$ cat config.mk
export PLATFORM = sky130hd
export DESIGN_NAME = ramp_adc_ctrl
export DESIGN_NICKNAME = d
export VERILOG_FILES = /design/src/rtl/ramp_adc_ctrl.sv
export SDC_FILE = /design/constraint.sdc
export NUM_CORES = 1
export LEC_CHECK = 0
export BUFFER_PORTS_ARGS = -buffer_cell sky130_fd_sc_hd__buf_2
export CAP_MARGIN = 20
export CORE_ASPECT_RATIO = 1.5
export CORE_UTILIZATION = 43
export CTS_CLUSTER_SIZE = 14
export DETAILED_ROUTE_END_ITERATION = 8
export PLACE_DENSITY = 0.62
export SYNTH_ARGS = -nofsm -noshare
export SYNTH_HDL_FRONTEND = slang
export SYNTH_SLANG_ARGS = --single-unit
$ cat constraint.sdc
create_clock -name clk -period 2.08 [get_ports clk]
set_input_delay 0.416 -clock clk [delete_from_list [all_inputs] [get_ports clk]]
set_output_delay 0.416 -clock clk [all_outputs]
set_load 0.005 [all_outputs]
$ cat src/rtl/ramp_adc_ctrl.sv
module ramp_adc_ctrl #(
  parameter int W = 8
) (
  input  logic         clk,
  input  logic         rst_n,
  input  logic         start,
  input  logic         cmp_gt,
  output logic         hold,
  output logic [W-1:0] code,
  output logic [W-1:0] result,
  output logic         done,
  output logic [W:0]   conv_cycles
);
  localparam logic [W-1:0] FULL = '1;

  typedef enum logic [1:0] {S_IDLE, S_CLEAR, S_COUNT, S_DONE} st_t;
  st_t state;

  assign hold = (state == S_CLEAR) || (state == S_COUNT);
  assign done = (state == S_DONE);

  always_ff @(posedge clk or negedge rst_n) begin
    if (!rst_n) begin
      state       <= S_IDLE;
      code        <= '0;
      result      <= '0;
      conv_cycles <= '0;
    end else begin
      case (state)
        S_IDLE, S_DONE: if (start) state <= S_CLEAR;
        S_CLEAR: begin
          code        <= '0;
          conv_cycles <= '0;
          state       <= S_COUNT;
        end
        S_COUNT: begin
          conv_cycles <= conv_cycles + 1'b1;
          if (cmp_gt || code == FULL) begin
            result <= code;
            state  <= S_DONE;
          end else begin
            code <= code + 1'b1;
          end
        end
        default: state <= S_IDLE;
      endcase
    end
  end
endmodule

=== Yosys cells after proc, flatten, opt, wreduce, memory -nomap -nowiden ===
Index checks and enable logic that the tools add are counted.

* Logic and storage cells: 27
* Flip-flop bits (word level): 27
* Output and inout port bits: 27

* Eq/ne operators: 7
* Multiplexer cells: 6
* Reduce and logical (&&, ||, !) cells: 8
* Add/subtract/negate cells: 2

{| class="wikitable"
|+ Operators by type and width
! cell !! count
|-
| $pmux 9 s2 || 1
|-
| $pmux 8 s2 || 1
|-
| $add 9x1->9 const B || 1
|-
| $add 8x1->8 const B || 1
|-
| $eq 8x8->1 const B || 1
|-
| $mux 8 || 1
|-
| $pmux 2 s3 || 1
|-
| $reduce_and 2->1 || 3
|-
| $eq 2x2->1 const B || 2
|-
| $mux 2 || 2
|-
| $ne 2x2->1 const B || 2
|-
| $eq 2x1->1 const B || 1
|-
| $logic_not 2->1 || 1
|-
| $logic_or 1x1->1 || 2
|-
| $ne 2x1->1 const B || 1
|-
| $reduce_bool 2->1 || 1
|-
| $reduce_or 2->1 || 1
|}

=== Logic depth before layout (Yosys ltp) ===
Gate-level depths: netlist (run 1).

* Word-level depth: 4
* Gate-level depth with buffers: 7

=== Worst setup path before layout (run 1) ===
No wires, ideal clock.

* Path type: reg2reg
* Start: register code[0]
* End: register result[0]
* Arrival: 1.659 ns
* Required time: 1.955 ns
* Stages on the path, launching flop included: 7
* Path slack: 0.296 ns
* Clock period less this slack: 1.784 ns
* Setup time: 0.125 ns
* Buffers on the path: 1
* Path through: dfrtp_1 -> ha_1 -> and3_2 -> a21oi_4 -> nand2b_4 -> buf_6 -> mux2_4

* Word-level cells in the longest chain between the ends: 3

{| class="wikitable"
|+ RTL lines
! element !! RTL line !! source
|-
| start: declaration || 9 || <nowiki>output logic [W-1:0] code,</nowiki>
|-
| start signal: assignment || 42 || <nowiki>code <= code + 1'b1;</nowiki>
|-
| $eq 8x8->1 || 38 || <nowiki>if (cmp_gt || code == FULL) begin</nowiki>
|-
| $logic_or 1x1->1 || 38 ||
|-
| $reduce_and 2->1 (no source line) || n/a ||
|-
| end signal: assignment || 39 || <nowiki>result <= code;</nowiki>
|-
| end: declaration || 10 || <nowiki>output logic [W-1:0] result,</nowiki>
|}

Parallel ways exist; a longest one is shown, timed or not.
A chain may end at the register's enable or synchronous reset.

=== Final worst setup path (run 1) ===
* Start: register code[0]
* End: register code[7]

* Word-level cells in the longest chain between the ends: 4
* Elaborated cells on any way between the ends: 7
* Those cells by class: 1 x add/sub; 2 x eq/ne; 2 x mux; 2 x reduce/logical

{| class="wikitable"
|+ RTL lines
! element
|-
| parallel branches: the longest is 4 deep, another holds $add 8x1->8
|}

Parallel ways; which one is timed is not known. The select of a mux whose other input is x is not followed.

==> results of run 1 <==
per-stage QoR:
stage | util (%) | hold slack [ns]
6_report | 53.0 | 0.150
2_1_floorplan | - | 0.120
5_1_grt | 53.0 | 0.196
3_3_place_gp | 51.6 | 0.456
4_1_cts | 53.0 | 0.166
3_5_place_dp | 51.6 | 0.468
logic make-up after synthesis:
logic type,after synthesis,synth area share (%)
and+or+nand+nor,50,18.7
DFF,27,46.3
AOI/OAI and AO/OA,25,12.7
muxes,13,11.5
buffers and inverters,10,3.34
adders and majority gates,6,5.14
xor gates and xnor gates,4,2.40
Yosys cell counts, types with 2 or more instances:
library cell / count
ha_1: 6
nand2_1: 11
nand4_1: 3
nor2b_1: 4
clkbuf_1: 2
a22o_1: 2
dfrtp_1: 27
nor3b_1: 4
and3_1: 5
nor3_1: 2
nor2_1: 11
o21ai_1: 2
a21o_1: 4
mux2i_1: 4
nand3_1: 3
a21oi_4: 2
a21oi_1: 4
xor2_1: 3
inv_1: 5
o21ai_0: 6
mux2_4: 7
worst min-delay path by stage:
stage / endpoint / slack (ns) / cells after the start
final: result[0] / 0.15 / 1
after global routing: result[1] / 0.20 / 1
after CTS: result[1] / 0.17 / 1
after detailed placement: result[0] / 0.47 / 1
after global placement: result[2] / 0.46 / 1
after floorplan: code[0] / 0.12 / 0
layout make-up:
| class | instances | area share (%) |
|---|---|---|
| multi-input cells | 98 | 43.5 |
| clock buffers | 4 | 2.66 |
| flip-flops and latches | 27 | 40.0 |
| inverters | 5 | 1.11 |
| repair buffers | 32 | 9.77 |
| well taps | 40 | 2.96 |
per-layer routing:
layer	part of all wire (%)	routed length, µm	vias to the layer above	global-route usage (%)
met4	0.85	25	0	7.94
met3	2.9	86	2	1.86
li1	-	-	542	-
met1	41	1190	543	20.1
met2	55	1620	25	34.1
met5	0	0	-	0
sequential cells by signal, indices dropped and copies added (netlist names):
signal and flops:
conv_cycles 9, code 8, result 8, state 2
power by group through the flow:
stage / logic (mW) / clock network, mW / registers, mW
6_report: 0.603 / 0.296 / 0.661
3_5_place_dp: 0.613 / 0 / 0.671
3_3_place_gp: 0.598 / 0 / 0.666
2_1_floorplan: 0.420 / 0 / 0.664
4_1_cts: 0.618 / 0.317 / 0.661
5_1_grt: 0.684 / 0.331 / 0.675
==> flow_metrics.py, run 1 <==
metrics = {
    "setup_path": {
        "reg2reg_from": "code[0]",
        "r2r_slack_ns": 0.19,
        "r2r_cells": 5,
        "critical-path-slowest-cell": "dfrtp_1",
        "critPathLaunchType": "flop",
        "cp_num_buf_inv": 0,
        "worst_ep_arrival_time_ns": 2.04,
        "cp-endpoint": "code[7]",
        "path_cells": "ha_1 -> and3_2 -> a21oi_4 -> nor2_1 -> a221o_1",
        "timing.rr.end": "code[7]",
        "critPathLaunch": "code[0]",
        "slowest_delay_ns": 0.46,
        "cp_max_fo": 14,
        "end_kind": "flop",
        "path_depth": 5,
        "critPathTopFamily": "compound AO/OA/AOI/OAI gates",
        "critPathKind": "reg2reg",
        "cp.required_ns": 2.24,
    },
    "drt": {
        "wl_per_cell_um": 14.2,
        "drt_drc_violations_left": 0,
        "vias": 1112,
        "via_per_inst": 5.40,
        "drtIter0Drc": 20,
        "ant_nets": 0,
        "wl_um": 2930,
        "drt_pass1_iterations": 3,
    },
    "power_and_ir_drop": {
        "power.total_mw": 1.56,
        "p_int_uw": 993,
        "vdd_drop_max_mv": 0.598,
        "p_sw_uw": 566,
        "power_switching_share_pct": 36.3,
        "p_leak_nw": 0.920,
        "power.share.clock_pct": 19.0,
        "power_frac_comb_pct": 38.7,
        "power.density_nw_per_um2": 923,
        "p_seq_share_pct": 42.4,
    },
    "place": {
        "dp.cells": 202,
        "dpl_worst_slack_ns": 0.205,
        "post-dp-hpwl_um": 2170,
        "port_buffers": 30,
        "placedInstanceArea_um2": 1650,
        "gp_congestion": 0.853,
    },
    "synthesis": {
        "synthCells": 135,
        "ys_seq_area_share_pct": 46.3,
        "ys.flop_type": "dfrtp_1",
        "yosysTopAreaCellShare_pct": 46.3,
        "synth_nets": 145,
        "yosys.area.top_type": "dfrtp_1",
        "ys_ff_latch": 27,
        "ys_types": 39,
        "syn_avg_cell_area_um2": 10.8,
        "synth_area_um2": 1460,
        "ys_async_sr_fraction_pct": 100,
        "synthTopCellsByArea": "dfrtp_1 46%, mux2_4 7.2%, ha_1 5.1%, nand2_1 2.8%, nor2_1 2.8%",
        "yosysWarnings": 0,
        "synth_edf_count": 0,
    },
    "timing": {
        "rsz0062_at_grt": "no",
        "fin_worst_skew_ns": 0.000913,
        "slew_violations": 0,
        "hold_viol": 0,
        "post-route-period-util_pct": 90.7,
        "max_slew_margin_pct": 59.0,
        "setup_viol": 0,
        "period_needed_ns": 1.89,
        "worst_pin_slew_ns": 0.615,
        "max_freq_mhz": 530,
        "timing.final.ws_setup_ns": 0.194,
        "tns_ns": 0,
    },
    "finish": {
        "multi_input_area_um2": 736,
        "syn_to_final_growth_pct": 15.8,
        "fin_nets": 177,
        "final_cell_mix": "30 x buf_2, 27 x dfrtp_1, 11 x nand2_1, 11 x nor2_1, 7 x mux2_4",
        "layout.cells.non_filler": 206,
        "final_area_um2": 1690,
        "diodes": 0,
        "drive_gt1_share_pct": 28.9,
        "nFillCells": 302,
        "final-seq-area_um2": 676,
        "layout_commonest_cell": "buf_2",
    },
    "cts": {
        "tritoncts": "built",
        "clock_latency_ns": 0.27,
        "htree_levels": 1,
        "numCtsBuffers": 3,
        "clk_path_buf_depth": 2,
        "cts_hold_buf": 0,
        "cts-resized-gates": 0,
        "post-cts-setup-buffer-count": 0,
        "cts.sinks": 27,
        "clk_pin_slew_ns": 0.09,
        "clockRootBuffer": "clkbuf_8",
    },
    "min_path": {
        "hold_path.class": "in2async",
    },
    "die": {
        "rows": 25,
        "initial_core_util_pct": 45.8,
        "core_um2": 3190,
        "die-area_um2": 3640,
        "die_w_um": 49.6,
        "pin_count": 31,
        "die_h_um": 73.4,
    },
    "global_route": {
        "grt_pass1_vias": 1093,
        "grt_first_pass_wirelength_um": 4980,
        "antenna_found_initial": 0,
        "track_usage_pct": 18.1,
        "grt_max_degree": 28,
        "grt_overflow_total": 0,
    },
    "run": {
        "cap_violations": 0,
    },
    "status": {
        "status": "completed",
    },
}
(Power assumes the default switching activity.)
==> run 2, diff against run 1 <==
clock period = 1.9 ns   (was 2.08 ns; I/O delays follow)
==> run 2 against run 1 <==
Compared with the run above: first-iteration DRC count increased by 80%; non-clock buffer count increased by 7; utilization increased by 1.8 points; register-to-register slack got worse by 0.04 ns; critical endpoint is now hold; routed wire length increased by 1.0%; die area unchanged; via count increased by 3.4%; combinational power increased by 25%; cell area increased by 3.4%; clock power increased by 9.5%; power increased by 14%; largest power group is now combinational cells; hold slack got worse by 0.035 ns.
==> flow_metrics.py, run 2 (synthesized netlist as in run 1, its figures left out) <==
metrics = {
    "setup_path": {
        "cp_max_fo": 13,
        "reg2reg_from": "state[0]",
        "r2r_slack_ns": 0.15,
        "end_kind": "output port",
        "slowest_delay_ns": 0.40,
        "r2r_cells": 6,
        "critPathTopFamily": "buffers and inverters",
        "cp.required_ns": 1.52,
        "cp_num_buf_inv": 4,
        "path_cells": "inv_1 -> ha_1 -> buf_4 -> inv_1 -> buf_2",
        "worst_ep_arrival_time_ns": 1.42,
        "critical-path-slowest-cell": "dfrtp_1",
        "timing.rr.end": "code[7]",
        "critPathKind": "reg2out",
        "path_common_cell": "inv_1",
        "critPathLaunchType": "flop",
    },
    "min_path": {
        "hold_path.class": "in2async",
    },
    "die": {
        "initial_core_util_pct": 45.8,
        "die-area_um2": 3640,
        "rows": 25,
        "die_h_um": 73.4,
        "pin_count": 31,
        "die_w_um": 49.6,
        "core_um2": 3190,
    },
    "finish": {
        "layout_commonest_cell": "buf_2",
        "drive_gt1_share_pct": 32.4,
        "fin_nets": 184,
        "reg_top3": "conv_cycles: 9 flops, code: 8 flops, result: 8 flops",
        "largest_reg_flops": 9,
        "final_cell_mix": "30 x buf_2, 27 x dfrtp_1, 11 x nand2_1, 11 x nor2_1, 9 x buf_4",
        "syn_to_final_growth_pct": 19.7,
        "final_util_pct": 54.8,
        "diodes": 0,
        "layout.cells.non_filler": 213,
        "final_area_um2": 1750,
        "top_register": "conv_cycles",
    },
    "timing": {
        "period_needed_ns": 1.80,
        "holdWs_ns": 0.116,
        "slew_violations": 0,
        "setup_viol": 0,
        "tns_ns": 0,
        "max_slew_margin_pct": 58.9,
        "worst_pin_slew_ns": 0.617,
        "timing.final.ws_setup_ns": 0.103,
        "post-route-period-util_pct": 94.6,
        "fin_worst_skew_ns": 0.00235,
        "hold_viol": 0,
        "rsz0062_at_grt": "no",
        "max_freq_mhz": 556,
    },
    "cts": {
        "clk_path_buf_depth": 2,
        "clockRootBuffer": "clkbuf_8",
        "cts.sinks": 27,
        "htree_levels": 1,
        "numCtsBuffers": 3,
        "clk_pin_slew_ns": 0.09,
        "tritoncts": "built",
        "clock_latency_ns": 0.27,
    },
    "drt": {
        "wl_um": 2960,
        "drt_drc_violations_left": 0,
        "vias": 1150,
        "wl_per_cell_um": 13.9,
        "ant_nets": 0,
        "via_per_inst": 5.40,
        "drt_pass1_iterations": 4,
        "drtIter0Drc": 36,
    },
    "place": {
        "dp.cells": 207,
        "post-dp-hpwl_um": 2210,
        "dpl_worst_slack_ns": 0.158,
        "gp_congestion": 0.878,
        "placedInstanceArea_um2": 1680,
        "port_buffers": 30,
    },
    "global_route": {
        "antenna_found_initial": 0,
        "grt_overflow_total": 0,
        "grt_max_degree": 28,
        "grt_pass1_vias": 1183,
        "grt_first_pass_wirelength_um": 5470,
        "track_usage_pct": 19.3,
    },
    "power_and_ir_drop": {
        "p_leak_nw": 0.955,
        "vdd_drop_max_mv": 0.531,
        "power.total_mw": 1.78,
        "power.density_nw_per_um2": 1020,
    },
    "status": {
        "status": "completed",
    },
    "run": {
        "cap_violations": 0,
    },
}
-- run 2: routing by layer --
metal | global-route usage (%) | part of all wire, %
met1 | 21.9 | 41
met2 | 36.6 | 55
met3 | 2.48 | 3.1
met4 | 6.03 | 0.71
met5 | 0 | 0
-- run 2: worst max-delay path by stage --
stage / startpoint / endpoint / slack, ns / cells past startpoint
final: state[0] / hold / 0.10 / 5
after global routing: state[0] / hold / 0.002 / 5
after CTS: state[0] / hold / 0.07 / 5
after detailed placement: code[0] / result[2] / 0.16 / 5
after global placement: code[0] / result[7] / 0.17 / 5
after floorplan: code[0] / result[0] / 0.12 / 6
-- run 2: report_power, final --
group / internal (mW) / switching [mW] / leakage, nW
registers: 0.647 / 0.0557 / 0.368
logic: 0.350 / 0.403 / 0.565
clock network: 0.150 / 0.174 / 0.0228
total: 1.15 / 0.633 / 0.955
-- run 2: worst register-to-register path, delay by kind of cell (launching register included) --
family	cells	cell delay, ns
adders and majority gates	1	0.29
and+or+nand+nor	2	0.24
AOI/OAI and AO/OA	2	0.60
DFF	1	0.42
buffers and inverters	1	0.09
-- run 2: final cells by class --
cell class | count | area [µm²]
Fill cell | 302 | 1440
Multi-Input combinational cell | 98 | 741
Sequential cell | 27 | 676
Timing Repair Buffer | 39 | 218
Tap cell | 40 | 50.0
Clock buffer | 4 | 45.0
Inverter | 5 | 18.8
-- run 2: repair_timing --
action                                  CTS  global route
gates resized for setup                   0             1
hold buffers                              0             0
setup buffers                             0             2
endpoints found under the setup margin    0             4
